--- src/rtl/apb_bank_pkg.sv ---
package apb_bank_pkg;
  localparam int ADDR_W   = 5;
  localparam int NBYTES   = 1 << ADDR_W;
  localparam int NSRC     = 15;
  localparam int CFG_W    = 10;
  localparam int ST_LO    = 0;
  localparam int ST_HI    = 1;
  localparam int EN_LO    = 2;
  localparam int EN_HI    = 3;
  localparam int CFG_BASE = 4;

  typedef enum logic [1:0] {
    AIN_TEMP = 2'b00,
    AIN_DIG  = 2'b01,
    AIN_VOLT = 2'b10,
    AIN_OFF  = 2'b11
  } ain_use_e;

  typedef enum logic [1:0] {
    GD_REG  = 2'b00,
    GD_RSVD = 2'b01,
    GD_EXT  = 2'b10,
    GD_OFF  = 2'b11
  } gd_use_e;
endpackage

--- src/rtl/apb_byte_decode.sv ---
module apb_byte_decode
  import apb_bank_pkg::*;
#(
  parameter bit WIDE = 1'b0,
  localparam int LANES = WIDE ? 2 : 1
) (
  input  logic                          clk,
  input  logic                          rst_n,
  input  logic                          psel,
  input  logic                          penable,
  input  logic                          pwrite,
  input  logic [ADDR_W-1:0]             paddr,
  output logic [LANES-1:0][ADDR_W-1:0]  lane_addr,
  output logic [NBYTES-1:0]             byte_we
);
  // Each lane maps to one byte address; in word mode lane index is address bit 0.
  for (genvar l = 0; l < LANES; l++) begin : g_lane
    if (WIDE) begin : g_word
      assign lane_addr[l] = {paddr[ADDR_W-1:1], 1'(l)};
    end else begin : g_byte
      assign lane_addr[l] = paddr;
    end
  end

  always_comb begin
    byte_we = '0;
    if (psel && penable && pwrite) begin
      for (int l = 0; l < LANES; l++) byte_we[lane_addr[l]] = 1'b1;
    end
  end

  // no write strobe outside a write access phase
  a_r4_quiet_bus: assert property (@(posedge clk) disable iff (!rst_n)
    !(psel && penable && pwrite) |-> (byte_we == '0));

  // every write touches exactly one byte per lane
  a_r3_lane_count: assert property (@(posedge clk) disable iff (!rst_n)
    (byte_we != '0) |-> ($countones(byte_we) == LANES));
endmodule

--- src/rtl/irq_core.sv ---
module irq_core
  import apb_bank_pkg::*;
#(
  parameter int NS = NSRC,
  localparam int HI_W = NS - 8
) (
  input  logic            clk,
  input  logic            rst_n,
  input  logic [NS-1:0]   evt,
  input  logic [NS-1:0]   clr,
  input  logic [NS-1:0]   sset,
  input  logic            en_we_lo,
  input  logic            en_we_hi,
  input  logic [7:0]      en_d_lo,
  input  logic [HI_W-1:0] en_d_hi,
  output logic [NS-1:0]   st,
  output logic [NS-1:0]   en,
  output logic            irq
);
  logic [NS-1:0] set_any;
  assign set_any = evt | sset;

  always_ff @(posedge clk or negedge rst_n) begin
    if (!rst_n) begin
      st <= '0;
    end else begin
      st <= (st & ~clr) | set_any;
    end
  end

  always_ff @(posedge clk or negedge rst_n) begin
    if (!rst_n) begin
      en <= '0;
    end else begin
      if (en_we_lo) en[7:0]    <= en_d_lo;
      if (en_we_hi) en[NS-1:8] <= en_d_hi;
    end
  end

  assign irq = |(st & en);

  // a set source in the same cycle as a clear leaves the bit set
  a_r6_set_wins: assert property (@(posedge clk) disable iff (!rst_n)
    (set_any != '0) |=> ((st & $past(set_any)) == $past(set_any)));

  // a clear with no competing set empties the bit
  a_r6_w1c: assert property (@(posedge clk) disable iff (!rst_n)
    ((clr & ~set_any) != '0) |=> ((st & $past(clr & ~set_any)) == '0));

  // with no clear and no set the status holds
  a_r6_hold: assert property (@(posedge clk) disable iff (!rst_n)
    ((clr | set_any) == '0) |=> $stable(st));

  // no enable, no interrupt
  a_r7_masked: assert property (@(posedge clk) disable iff (!rst_n)
    (en == '0) |-> !irq);
endmodule

--- src/rtl/cfg_field_reg.sv ---
module cfg_field_reg
  import apb_bank_pkg::*;
#(
  parameter bit IS_GATE = 1'b0
) (
  input  logic             clk,
  input  logic             rst_n,
  input  logic             we_lo,
  input  logic             we_hi,
  input  logic [7:0]       d_lo,
  input  logic [1:0]       d_hi,
  output logic [CFG_W-1:0] q
);
  logic take_hi;

  if (IS_GATE) begin : g_gate
    assign take_hi = we_hi && (d_hi != GD_RSVD);
  end else begin : g_ain
    assign take_hi = we_hi;
  end

  always_ff @(posedge clk or negedge rst_n) begin
    if (!rst_n) begin
      q <= '0;
    end else begin
      if (we_lo)   q[7:0] <= d_lo;
      if (take_hi) q[9:8] <= d_hi;
    end
  end

  if (IS_GATE) begin : g_gate_chk
    // the reserved gate code never reaches the field
    a_r11_no_reserved: assert property (@(posedge clk) disable iff (!rst_n)
      q[9:8] != GD_RSVD);
  end else begin : g_ain_chk
    // every usage code written is stored
    a_r10_capture: assert property (@(posedge clk) disable iff (!rst_n)
      we_hi |=> (q[9:8] == $past(d_hi)));
  end
endmodule

--- src/rtl/apb_dual_width_regbank.sv ---
module apb_dual_width_regbank
  import apb_bank_pkg::*;
#(
  parameter bit WIDE = 1'b0,
  parameter int N_IN = 4,
  parameter int N_GD = 4,
  localparam int DW = WIDE ? 16 : 8
) (
  input  logic                  pclk,
  input  logic                  presetn,
  input  logic                  psel,
  input  logic                  penable,
  input  logic                  pwrite,
  input  logic [ADDR_W-1:0]     paddr,
  input  logic [DW-1:0]         pwdata,
  output logic [DW-1:0]         prdata,
  output logic                  pready,
  output logic                  pslverr,
  input  logic [NSRC-1:0]       irq_evt,
  output logic [CFG_W*N_IN-1:0] ain_cfg,
  output logic [CFG_W*N_GD-1:0] gd_cfg,
  output logic                  irq
);
  localparam int LANES   = WIDE ? 2 : 1;
  localparam int HI_W    = NSRC - 8;
  localparam int GD_BASE = CFG_BASE + 2 * N_IN;
  localparam int PEND_LO = GD_BASE + 2 * N_GD;
  localparam int SSET_LO = PEND_LO + 2;
  localparam int LAST    = SSET_LO + 1;

  logic [LANES-1:0][ADDR_W-1:0] laddr;
  logic [NBYTES-1:0]            bwe;
  logic [7:0]                   wev, wod;
  logic [NSRC-1:0]              clr, sset, st, en, pend;
  logic [7:0]                   rb [NBYTES];

  assign pready  = 1'b1;
  assign pslverr = 1'b0;

  apb_byte_decode #(.WIDE(WIDE)) u_dec (
    .clk(pclk), .rst_n(presetn), .psel(psel), .penable(penable),
    .pwrite(pwrite), .paddr(paddr), .lane_addr(laddr), .byte_we(bwe)
  );

  // even addresses always use the low lane; odd use the high lane in word mode
  assign wev = pwdata[7:0];
  if (WIDE) begin : g_wod_w
    assign wod = pwdata[DW-1:8];
  end else begin : g_wod_b
    assign wod = pwdata[7:0];
  end

  assign clr  = {bwe[ST_HI] ? wod[HI_W-1:0] : {HI_W{1'b0}},
                 bwe[ST_LO] ? wev : 8'h00};
  assign sset = {bwe[SSET_LO+1] ? wod[HI_W-1:0] : {HI_W{1'b0}},
                 bwe[SSET_LO] ? wev : 8'h00};

  irq_core #(.NS(NSRC)) u_irq (
    .clk(pclk), .rst_n(presetn), .evt(irq_evt), .clr(clr), .sset(sset),
    .en_we_lo(bwe[EN_LO]), .en_we_hi(bwe[EN_HI]),
    .en_d_lo(wev), .en_d_hi(wod[HI_W-1:0]),
    .st(st), .en(en), .irq(irq)
  );

  for (genvar c = 0; c < N_IN; c++) begin : g_ain
    cfg_field_reg #(.IS_GATE(1'b0)) u_cfg (
      .clk(pclk), .rst_n(presetn),
      .we_lo(bwe[CFG_BASE+2*c]), .we_hi(bwe[CFG_BASE+2*c+1]),
      .d_lo(wev), .d_hi(wod[1:0]), .q(ain_cfg[CFG_W*c +: CFG_W])
    );
  end

  for (genvar c = 0; c < N_GD; c++) begin : g_gd
    cfg_field_reg #(.IS_GATE(1'b1)) u_cfg (
      .clk(pclk), .rst_n(presetn),
      .we_lo(bwe[GD_BASE+2*c]), .we_hi(bwe[GD_BASE+2*c+1]),
      .d_lo(wev), .d_hi(wod[1:0]), .q(gd_cfg[CFG_W*c +: CFG_W])
    );
  end

  assign pend = st & en;

  always_comb begin
    for (int i = 0; i < NBYTES; i++) rb[i] = 8'h00;
    rb[ST_LO] = st[7:0];
    rb[ST_HI] = {1'b0, st[NSRC-1:8]};
    rb[EN_LO] = en[7:0];
    rb[EN_HI] = {1'b0, en[NSRC-1:8]};
    for (int c = 0; c < N_IN; c++) begin
      rb[CFG_BASE+2*c]   = ain_cfg[CFG_W*c +: 8];
      rb[CFG_BASE+2*c+1] = {6'b0, ain_cfg[CFG_W*c+8 +: 2]};
    end
    for (int c = 0; c < N_GD; c++) begin
      rb[GD_BASE+2*c]    = gd_cfg[CFG_W*c +: 8];
      rb[GD_BASE+2*c+1]  = {6'b0, gd_cfg[CFG_W*c+8 +: 2]};
    end
    rb[PEND_LO]   = pend[7:0];
    rb[PEND_LO+1] = {1'b0, pend[NSRC-1:8]};
  end

  for (genvar l = 0; l < LANES; l++) begin : g_rd
    assign prdata[8*l +: 8] = rb[laddr[l]];
  end

  // addresses past the last mapped pair return zero
  a_r5_unmapped: assert property (@(posedge pclk) disable iff (!presetn)
    (psel && penable && ({paddr[ADDR_W-1:1], 1'b0} > LAST)) |-> (prdata == '0));

  // a write aimed only at the pending pair disturbs no status bit
  a_r8_pend_ro: assert property (@(posedge pclk) disable iff (!presetn)
    (psel && penable && pwrite && (paddr[ADDR_W-1:1] == PEND_LO[ADDR_W-1:1])
     && (irq_evt == '0)) |=> $stable(u_irq.st));
endmodule

--- config.mk ---
export PLATFORM = sky130hd
export DESIGN_NAME = apb_dual_width_regbank
export DESIGN_NICKNAME = d
export VERILOG_FILES = /design/src/rtl/apb_bank_pkg.sv /design/src/rtl/apb_byte_decode.sv /design/src/rtl/irq_core.sv /design/src/rtl/cfg_field_reg.sv /design/src/rtl/apb_dual_width_regbank.sv
export SDC_FILE = /design/constraint.sdc
export NUM_CORES = 1
export LEC_CHECK = 0
export BUFFER_PORTS_ARGS = -buffer_cell sky130_fd_sc_hd__buf_4
export CAP_MARGIN = 20
export CORE_ASPECT_RATIO = 1.2
export CORE_MARGIN = 2
export CORE_UTILIZATION = 24
export CTS_CLUSTER_DIAMETER = 40
export DETAILED_ROUTE_END_ITERATION = 7
export SYNTH_ARGS = -nofsm -noshare
export SYNTH_HDL_FRONTEND = slang
export SYNTH_SLANG_ARGS = --single-unit
--- constraint.sdc ---
create_clock -name pclk -period 2.9 [get_ports pclk]
set_clock_uncertainty 0.05 [all_clocks]
set_input_delay 0.29 -clock pclk [delete_from_list [all_inputs] [get_ports pclk]]
set_output_delay 0.29 -clock pclk [all_outputs]
set_load 0.01 [all_outputs]
==> impl_metrics.toml, run 1 <==
[global_routing]
grt_overflow = 0
grt_start_max_net_pins = 70
groute.usage.overall = 0.134
grt_pass1_vias = 4226
antenna_found_initial = 0
grt_first_pass_wirelength_um = 26000

[die]
fp.dieH_um = 173
die-width_um = 145
floorplan.die_area_sq_um = 25100
floorplan.core_area_sq_um = 23300
placement_rows = 61
initial_core_util = 0.246
top_level_ports = 124

[synth]
synth-xor-area-share = 0
post_synth_num_cell_types = 49
synthAdderAreaFrac = 0
yosysTopAreaCell = "sky130_fd_sc_hd__dfrtp_1"
syn_area_per_cell_sq_um = 12.7
synth_compound_gate_area_share = 0.0853
syn_area_sq_um = 5720
post-synth-top-area-fraction = 0.481
postSynthNetCount = 485
synthArstFlopShare = 1.00
synthTopCellsByArea = "sky130_fd_sc_hd__dfrtp_1 (48%), sky130_fd_sc_hd__mux2_1 (14%), sky130_fd_sc_hd__mux4_2 (4.7%)"
post_synthesis_cells = 452
number_of_synthesized_register_bits = 110
ys.flop_type = "sky130_fd_sc_hd__dfrtp_1"
synth_simple_gate_area_share = 0.121
portion_of_the_post_synthesis_area_used_by_sequential_elements = 0.481
synth_enable_flop_cells = 0
synth.area.mux_share = 0.283
ys.warnings.count = 0
synth_top_family_by_area = "multiplexers"

[timing]
slew_viol_final = 0
setup_viol = 0
grt_setup_unrepaired = "false"
fmax_mhz = 420
worstMarginPinSlew_ns = 0.755
totalNegativeSetupSlack_ns = 0
fin_crit_ns = 2.38
timing.final.ws_setup_ns = 0.519
number_of_hold_violations_in_the_final_report = 0
period_share = 0.821
slew_headroom = 0.494

[worst_setup_path]
worst-setup-path-type = "input port to output pin"
crit_fanout = 37
crit_path_end_kind = "output pin"
worstPathRequired_ns = 2.56
worstSetupStartpoint = "paddr[1]"
crit_end = "prdata[0]"
r2r_start = "u_irq.st[11]"
worstSetupStartpointType = "input port"
worstRegToRegCells = 1
cp.arrival_ns = 2.04
worst_reg2reg_setup_slack_ns = 1.97
critical_path.reg2reg.endpoint = "u_irq.st[11]"

[cts]
h-tree-depth = 3
path_clk_slew_ns = 0.07
clk_path_buf_depth = 2
cts_sinks = 110
cts_setup_buffers = 0
worstSkewPairLatency_ns = 0.35
tritoncts.num_buffers = 9
clock_tree_from_tritoncts = "built"
root_buffer = "sky130_fd_sc_hd__clkbuf_16"

[outcome]
status = "finished clean"

[finish]
fin_nets = 590
area_growth_syn_to_fin_pct = 26.8
final_core_util = 0.312
antenna-diode-count = 0
post_route_cells_drive_above_1_share = 0.346
final.fill_count = 2361

[routing]
via_count = 4088
detail_route.drc_violations = 0
detailedRoute.firstPassIterationCount = 6
drtIter0Drc = 254
antenna_violating_nets_post_route = 0
drt-vias-per-instance = 4.67
wire_per_inst_um = 19.2
totalWireLength_um = 16800

[power]
fin_total_pwr_mw = 3.78
vdd_ir_drop_max_mv = 0.298
p_leak_nw = 3.35
pwr_per_cell_area_nw_per_um2 = 521

[place]
place.detailed.hpwl_um = 12700
detailedPlace.worstSlack_ns = 0.520
place_congestion = 0.813
port_buffer_count = 121

[worst_hold_path]
hold_path.class = "input port to flop"

[flow_run]
max_cap_viol_count = 0
==> kinds of logic after synthesis <==
kind of cell	after synthesis
other cells	2
mux	129
compound gates	66
flops	110
simple gates	112
buf+inv	33
==> layout make-up <==
class	count	area, sq um	share of cell area
multi-input combinational	309	2800	0.387
tap	315	394	0.0543
clock inverter	4	95.1	0.0131
clock buffer	11	243	0.0335
sequential	110	2750	0.380
inverter	1	3.75	0.000518
timing repair buffer	126	961	0.132
==> cells in the mapped netlist (2+ instances only) <==
| cell | number |
|---|---|
| sky130_fd_sc_hd__dfrtp_1 | 110 |
| sky130_fd_sc_hd__mux2_1 | 71 |
| sky130_fd_sc_hd__nand2_1 | 40 |
| sky130_fd_sc_hd__mux2i_1 | 23 |
| sky130_fd_sc_hd__clkbuf_1 | 16 |
| sky130_fd_sc_hd__mux2_4 | 16 |
| sky130_fd_sc_hd__nor2_1 | 16 |
| sky130_fd_sc_hd__a221o_1 | 15 |
| sky130_fd_sc_hd__mux4_2 | 12 |
| sky130_fd_sc_hd__nand3_1 | 12 |
| sky130_fd_sc_hd__buf_2 | 11 |
| sky130_fd_sc_hd__o21ai_0 | 10 |
| sky130_fd_sc_hd__a22oi_1 | 8 |
| sky130_fd_sc_hd__mux2_2 | 7 |
| sky130_fd_sc_hd__nor2_4 | 7 |
| sky130_fd_sc_hd__o22ai_1 | 7 |
| sky130_fd_sc_hd__nand4_1 | 6 |
| sky130_fd_sc_hd__a211oi_1 | 5 |
| sky130_fd_sc_hd__o21ai_1 | 5 |
| sky130_fd_sc_hd__a31oi_1 | 4 |
| sky130_fd_sc_hd__nand2b_1 | 4 |
| sky130_fd_sc_hd__o31ai_1 | 4 |
| sky130_fd_sc_hd__buf_4 | 3 |
| sky130_fd_sc_hd__nor2b_1 | 3 |
| sky130_fd_sc_hd__nor3_4 | 3 |
| sky130_fd_sc_hd__o32a_1 | 3 |
| sky130_fd_sc_hd__a21oi_1 | 2 |
| sky130_fd_sc_hd__buf_6 | 2 |
| sky130_fd_sc_hd__conb_1 | 2 |
| sky130_fd_sc_hd__nand3b_1 | 2 |
| sky130_fd_sc_hd__nor2_8 | 2 |
| sky130_fd_sc_hd__nor3_2 | 2 |
| sky130_fd_sc_hd__o311ai_1 | 2 |
| sky130_fd_sc_hd__or4b_1 | 2 |
==> power breakdown <==
group | internal, mW | switching, mW
Clock | 0.863 | 0.552
Combinational | 0.310 | 0.311
Sequential | 1.64 | 0.0999
Total | 2.82 | 0.963
==> routing by layer <==
layer,wire [um],GRT usage
met3,949,0.0340
met2,8040,0.218
met5,0,0
met1,7420,0.172
met4,397,0.0495
==> state kept, by name, summed over array words and instances (netlist names) <==
register,flops
g_gd.u_cfg.q,40
g_ain.u_cfg.q,40
u_irq.st,15
u_irq.en,15
==> critical path, cell delays in order <==
cell and delay, ns:
sky130_fd_sc_hd__buf_4 0.43, sky130_fd_sc_hd__buf_4 0.35, sky130_fd_sc_hd__mux2i_1 0.12, sky130_fd_sc_hd__o32a_1 0.29
sky130_fd_sc_hd__a31o_2 0.24, sky130_fd_sc_hd__nand4_1 0.14, sky130_fd_sc_hd__buf_4 0.15
==> per-stage QoR <==
| stage | cell area [sq um] | cells | hold slack [ns] |
|---|---|---|---|
| 2_1_floorplan | 5720 | 452 | -0.0556 |
| 3_3_place_gp | 6910 | 860 | 0.265 |
| 3_5_place_dp | 6910 | 860 | 0.264 |
| 4_1_cts | 7250 | 876 | 0.0696 |
| 5_1_grt | 7250 | 876 | 0.0756 |
| 6_report | 7250 | 876 | 0.0844 |
==> cells in the final DEF (no fill, tap or decap), types with 6 or more instances in the layout <==
master / count
sky130_fd_sc_hd__a22oi_1: 8
sky130_fd_sc_hd__nand3_1: 12
sky130_fd_sc_hd__o22ai_1: 7
sky130_fd_sc_hd__buf_4: 124
sky130_fd_sc_hd__mux4_2: 12
sky130_fd_sc_hd__nand4_1: 6
sky130_fd_sc_hd__mux2_4: 16
sky130_fd_sc_hd__nand2_1: 40
sky130_fd_sc_hd__o21ai_0: 10
sky130_fd_sc_hd__a221o_1: 15
sky130_fd_sc_hd__dfrtp_1: 110
sky130_fd_sc_hd__mux2i_1: 23
sky130_fd_sc_hd__nor2_4: 7
sky130_fd_sc_hd__mux2_1: 71
sky130_fd_sc_hd__clkbuf_16: 9
sky130_fd_sc_hd__mux2_2: 7
sky130_fd_sc_hd__nor2_1: 16
==> worst min path at each step <==
stage | from | endpoint | slack, ns | cells past startpoint
after floorplan | presetn | g_ain[0].u_cfg.q[0] | -0.06 | 0
after global placement | presetn | g_ain[0].u_cfg.q[8] | 0.26 | 1
after detailed placement | presetn | g_ain[0].u_cfg.q[9] | 0.26 | 1
after CTS | irq_evt[0] | u_irq.st[0] | 0.07 | 2
after global routing | irq_evt[7] | u_irq.st[7] | 0.08 | 2
final | irq_evt[0] | u_irq.st[0] | 0.08 | 2
==> timing repair <==
item / CTS / global route
resized for setup: 0 / 0
hold buffers: 1 / 0
endpoints found under the hold margin: 41 / 0
Power figures use the tool's default switching activity.
==> run 2: changes to the inputs <==
- clock period: 2.9 -> 2.4 ns (I/O delays scaled with it)
==> impl_metrics.toml, run 2 (synthesis results as in run 1) <==
[outcome]
status = "finished clean"

[finish]
area_growth_syn_to_fin_pct = 27.3
post_route_cells_drive_above_1_share = 0.359
fin_nets = 599
final.fill_count = 2345
antenna-diode-count = 0
area_used_by_multi_input_combinational_logic_sq_um = 2800
biggestRegsByFlops = "g_ain.u_cfg.q: 40 flops, g_gd.u_cfg.q: 40 flops"
layout.area.seq_sq_um = 2750
most-common-layout-cells = "sky130_fd_sc_hd__buf_4 (131), sky130_fd_sc_hd__dfrtp_1 (110), sky130_fd_sc_hd__mux2_1 (71)"
layout.cells.most_common = "sky130_fd_sc_hd__buf_4"

[cts]
clock_tree_from_tritoncts = "built"
clk_path_buf_depth = 2
cts_sinks = 110
worstSkewPairLatency_ns = 0.34
path_clk_slew_ns = 0.07
root_buffer = "sky130_fd_sc_hd__clkbuf_16"
h-tree-depth = 3
tritoncts.num_buffers = 9

[timing]
slew_headroom = 0.629
fin_crit_ns = 2.19
fmax_mhz = 457
number_of_hold_violations_in_the_final_report = 0
worstMarginPinSlew_ns = 0.556
slew_viol_final = 0
grt_setup_unrepaired = "false"
totalNegativeSetupSlack_ns = 0
period_share = 0.913
timing.final.ws_setup_ns = 0.210
setup_viol = 0

[die]
fp.dieH_um = 173
floorplan.die_area_sq_um = 25100
floorplan.core_area_sq_um = 23300
top_level_ports = 124
initial_core_util = 0.246
placement_rows = 61
die-width_um = 145

[worst_setup_path]
r2r_start = "u_irq.st[13]"
crit_fanout = 3
worstSetupStartpointType = "flop"
cp.arrival_ns = 1.90
worstSetupStartpoint = "g_gd[1].u_cfg.q[1]"
crit_path_end_kind = "output pin"
worstPathRequired_ns = 2.11
worst-setup-path-type = "flop to output pin"

[routing]
drt-vias-per-instance = 4.69
detail_route.drc_violations = 0
detailedRoute.firstPassIterationCount = 5
totalWireLength_um = 17100
antenna_violating_nets_post_route = 0
drtIter0Drc = 287
wire_per_inst_um = 19.3
via_count = 4158

[place]
place_congestion = 0.867
detailedPlace.worstSlack_ns = 0.177
place.detailed.hpwl_um = 13200
port_buffer_count = 121

[power]
fin_total_pwr_mw = 4.27
p_leak_nw = 3.38
vdd_ir_drop_max_mv = 0.272
pwr_per_cell_area_nw_per_um2 = 586

[flow_run]
max_cap_viol_count = 0

[global_routing]
grt_overflow = 0
grt_pass1_vias = 4243
grt_first_pass_wirelength_um = 26000
antenna_found_initial = 0
grt_start_max_net_pins = 41
groute.usage.overall = 0.134

[worst_hold_path]
hold_path.class = "input port to flop"
min-delay-start = "irq_evt[7]"
run 2: area by class of cell:
type                            instances  area share
Sequential cell                       110       0.378
Multi-Input combinational cell        309       0.385
Inverter                                1    0.000515
Tap cell                              315      0.0541
Clock inverter                          6     0.00515
Clock buffer                           10      0.0328
Timing Repair Buffer                  135       0.145
run 2: what timing repair did:
| action | in CTS | in global routing |
|---|---|---|
| hold buffers | 1 | 0 |
| endpoints found under the hold margin | 37 | 0 |
| resized for setup | 0 | 0 |
| buffers inserted | 0 | 0 |
run 2: power by group:
| part | internal (mW) | leakage, nW | switching, mW |
|---|---|---|---|
| Combinational | 0.382 | 1.81 | 0.380 |
| Clock | 0.729 | 0.142 | 0.667 |
| Sequential | 1.98 | 1.42 | 0.124 |
| Total | 3.10 | 3.38 | 1.17 |
run 2: per-layer routing:
metal	share of wire	GRT usage	up-vias
met4	0.020	0.0458	0
met3	0.054	0.0282	22
li1	-	-	1926
met2	0.49	0.223	111
met1	0.44	0.173	2099
met5	0	0	-
run 2: worst max-delay path, cell delays in order (launching register included):
cell	delay, ns
sky130_fd_sc_hd__dfrtp_1	0.43
sky130_fd_sc_hd__mux4_2	0.49
sky130_fd_sc_hd__nor2b_1	0.15
sky130_fd_sc_hd__a31oi_1	0.15
sky130_fd_sc_hd__nand4_1	0.15
sky130_fd_sc_hd__buf_4	0.18
run 2: per-stage QoR:
step / instances / utilization / area, sq um / hold WS (ns)
after floorplan: 452 / - / 5720 / -0.106
after CTS: 886 / 0.313 / 7280 / 0.0309
after global routing: 886 / 0.313 / 7280 / 0.0302
after global placement: 869 / 0.301 / 7000 / 0.210
final: 886 / 0.313 / 7280 / 0.0417
after detailed placement: 869 / 0.301 / 7000 / 0.214
run 2: worst paths after layout:
check,to,cells past startpoint,slack [ns]
max,prdata[1],5,0.21
max in group asynchronous,u_irq.st[11],3,1.25
max reg2reg,u_irq.st[13],1,1.47
min,u_irq.st[7],2,0.04
min reg2reg,u_irq.en[1],1,0.46
min in group asynchronous,g_ain[2].u_cfg.q[8],2,0.37
==> run 3: changes to the inputs <==
- GPL_ROUTABILITY_DRIVEN: default -> 0
- GPL_TIMING_DRIVEN: default -> 0
==> impl_metrics.toml, run 3 (synthesis results as in run 1) <==
[outcome]
status = "finished clean"

[worst_setup_path]
worstRegToRegCells = 1
cp.arrival_ns = 2.00
crit_path_end_kind = "output pin"
worst-setup-path-type = "input port to output pin"
worstPathRequired_ns = 2.11
crit_fanout = 10
worstSetupStartpointType = "input port"

[timing]
slew_viol_final = 0
totalNegativeSetupSlack_ns = 0
period_share = 0.952
fmax_mhz = 438
slew_headroom = 0.497
setup_viol = 0
worstMarginPinSlew_ns = 0.750
fin_crit_ns = 2.29
number_of_hold_violations_in_the_final_report = 0
grt_setup_unrepaired = "false"

[cts]
cts_sinks = 110
tritoncts.num_buffers = 9
clk_path_buf_depth = 2
path_clk_slew_ns = 0.08
root_buffer = "sky130_fd_sc_hd__clkbuf_16"
clock_tree_from_tritoncts = "built"
worstSkewPairLatency_ns = 0.34
h-tree-depth = 3

[finish]
layout.cells.most_common = "sky130_fd_sc_hd__buf_4"
postLayoutCellArea_sq_um = 7370
instances_no_fill = 905
post_route_cells_drive_above_1_share = 0.353
most-common-layout-cells = "sky130_fd_sc_hd__buf_4 (123), sky130_fd_sc_hd__dfrtp_1 (110), sky130_fd_sc_hd__mux2_1 (71)"
biggestRegsByFlops = "g_ain.u_cfg.q: 40 flops, g_gd.u_cfg.q: 40 flops"
antenna-diode-count = 0
fin_nets = 618
area_growth_syn_to_fin_pct = 28.9

[routing]
drtIter0Drc = 218
antenna_violating_nets_post_route = 0
detail_route.drc_violations = 0
wire_per_inst_um = 19.9
totalWireLength_um = 18000
drt-vias-per-instance = 4.70
via_count = 4255
detailedRoute.firstPassIterationCount = 5

[worst_hold_path]
hold-path-cell-count = 2
hold_path.class = "input port to flop"

[place]
place.detailed.hpwl_um = 13900
place_area_sq_um = 7050
port_buffer_count = 120
count_of_placed_standard_cells_including_taps = 888

[global_routing]
grt_start_max_net_pins = 83
groute.usage.overall = 0.143
antenna_found_initial = 0
grt_pass1_vias = 4478
grt_first_pass_wirelength_um = 27600
grt_overflow = 0

[power]
p_leak_nw = 3.41
pwr_per_cell_area_nw_per_um2 = 602
fin_total_pwr_mw = 4.44
vdd_ir_drop_max_mv = 0.268

[die]
initial_core_util = 0.246
fp.dieH_um = 173
floorplan.core_area_sq_um = 23300
top_level_ports = 124
die-width_um = 145
placement_rows = 61
floorplan.die_area_sq_um = 25100

[flow_run]
max_cap_viol_count = 0
-- run 3: cell count changes in the layout (fill, tap and decap cells not counted), moves of 2 or more --
cell and change:
sky130_fd_sc_hd__clkbuf_1 +16, sky130_fd_sc_hd__buf_2 +8, sky130_fd_sc_hd__buf_4 -8, sky130_fd_sc_hd__buf_12 -3
sky130_fd_sc_hd__buf_6 +3, sky130_fd_sc_hd__clkinv_2 -3, sky130_fd_sc_hd__clkbuf_4 +2
-- run 3: area by class of cell --
cell class	count	area [sq um]
multi-input cells	309	2800
well taps	315	394
inverters	1	3.75
flip-flops and latches	110	2750
plain buffers	32	168
clock inverters	6	68.8
clock buffers	10	239
repair buffers	122	942
fillers	2403	15900
-- run 3: routing by layer --
| metal | track usage | vias up | routed length (um) | share of wire |
|---|---|---|---|---|
| li1 | - | 1960 | - | - |
| met1 | 0.180 | 2128 | 7650 | 0.43 |
| met2 | 0.239 | 140 | 8860 | 0.49 |
| met3 | 0.0356 | 27 | 1080 | 0.060 |
| met4 | 0.0487 | 0 | 405 | 0.023 |
| met5 | 0 | - | 0 | 0 |
-- run 3: repair_timing --
action                                  in CTS  in global routing
hold buffers                                 1                  0
endpoints found under the setup margin       0                  4
endpoints found under the hold margin       28                  0
gates resized for setup                      0                  4
setup buffers                                0                  0
-- run 3: path summary, 6_finish.rpt --
check / startpoint / end / slack (ns)
worst max-delay path: paddr[1] / prdata[6] / 0.11
worst min-delay path: irq_evt[13] / u_irq.st[13] / 0.03
worst max register to register: u_irq.st[0] / u_irq.st[0] / 1.47
worst min register to register: u_irq.en[7] / u_irq.en[7] / 0.47
max in group asynchronous: presetn / u_irq.en[14] / 1.31
min in group asynchronous: presetn / g_ain[0].u_cfg.q[8] / 0.29
-- run 3: worst max-delay path, stage by stage --
cell,delay [ns]
sky130_fd_sc_hd__buf_4,0.11
sky130_fd_sc_hd__buf_2,0.33
sky130_fd_sc_hd__clkbuf_4,0.36
sky130_fd_sc_hd__mux2i_1,0.23
sky130_fd_sc_hd__o22ai_1,0.11
sky130_fd_sc_hd__a211oi_1,0.23
sky130_fd_sc_hd__o21ai_1,0.19
sky130_fd_sc_hd__buf_4,0.20
-- run 3: power by group --
group	switching, mW	leakage (nW)	internal (mW)	total, mW
Combinational	0.394	1.83	0.391	0.785
Sequential	0.118	1.42	1.98	2.10
Clock	0.704	0.149	0.844	1.55
Total	1.22	3.41	3.22	4.44
-- run 3: through the flow --
stage	setup WS [ns]	hold slack, ns	util
floorplan	0.728	-0.106	-
global placement	0.0483	0.387	0.301
detailed placement	0.0377	0.0822	0.303
CTS	0.0401	0.0247	0.316
global route	0.00534	0.0253	0.317
finish	0.114	0.0291	0.317
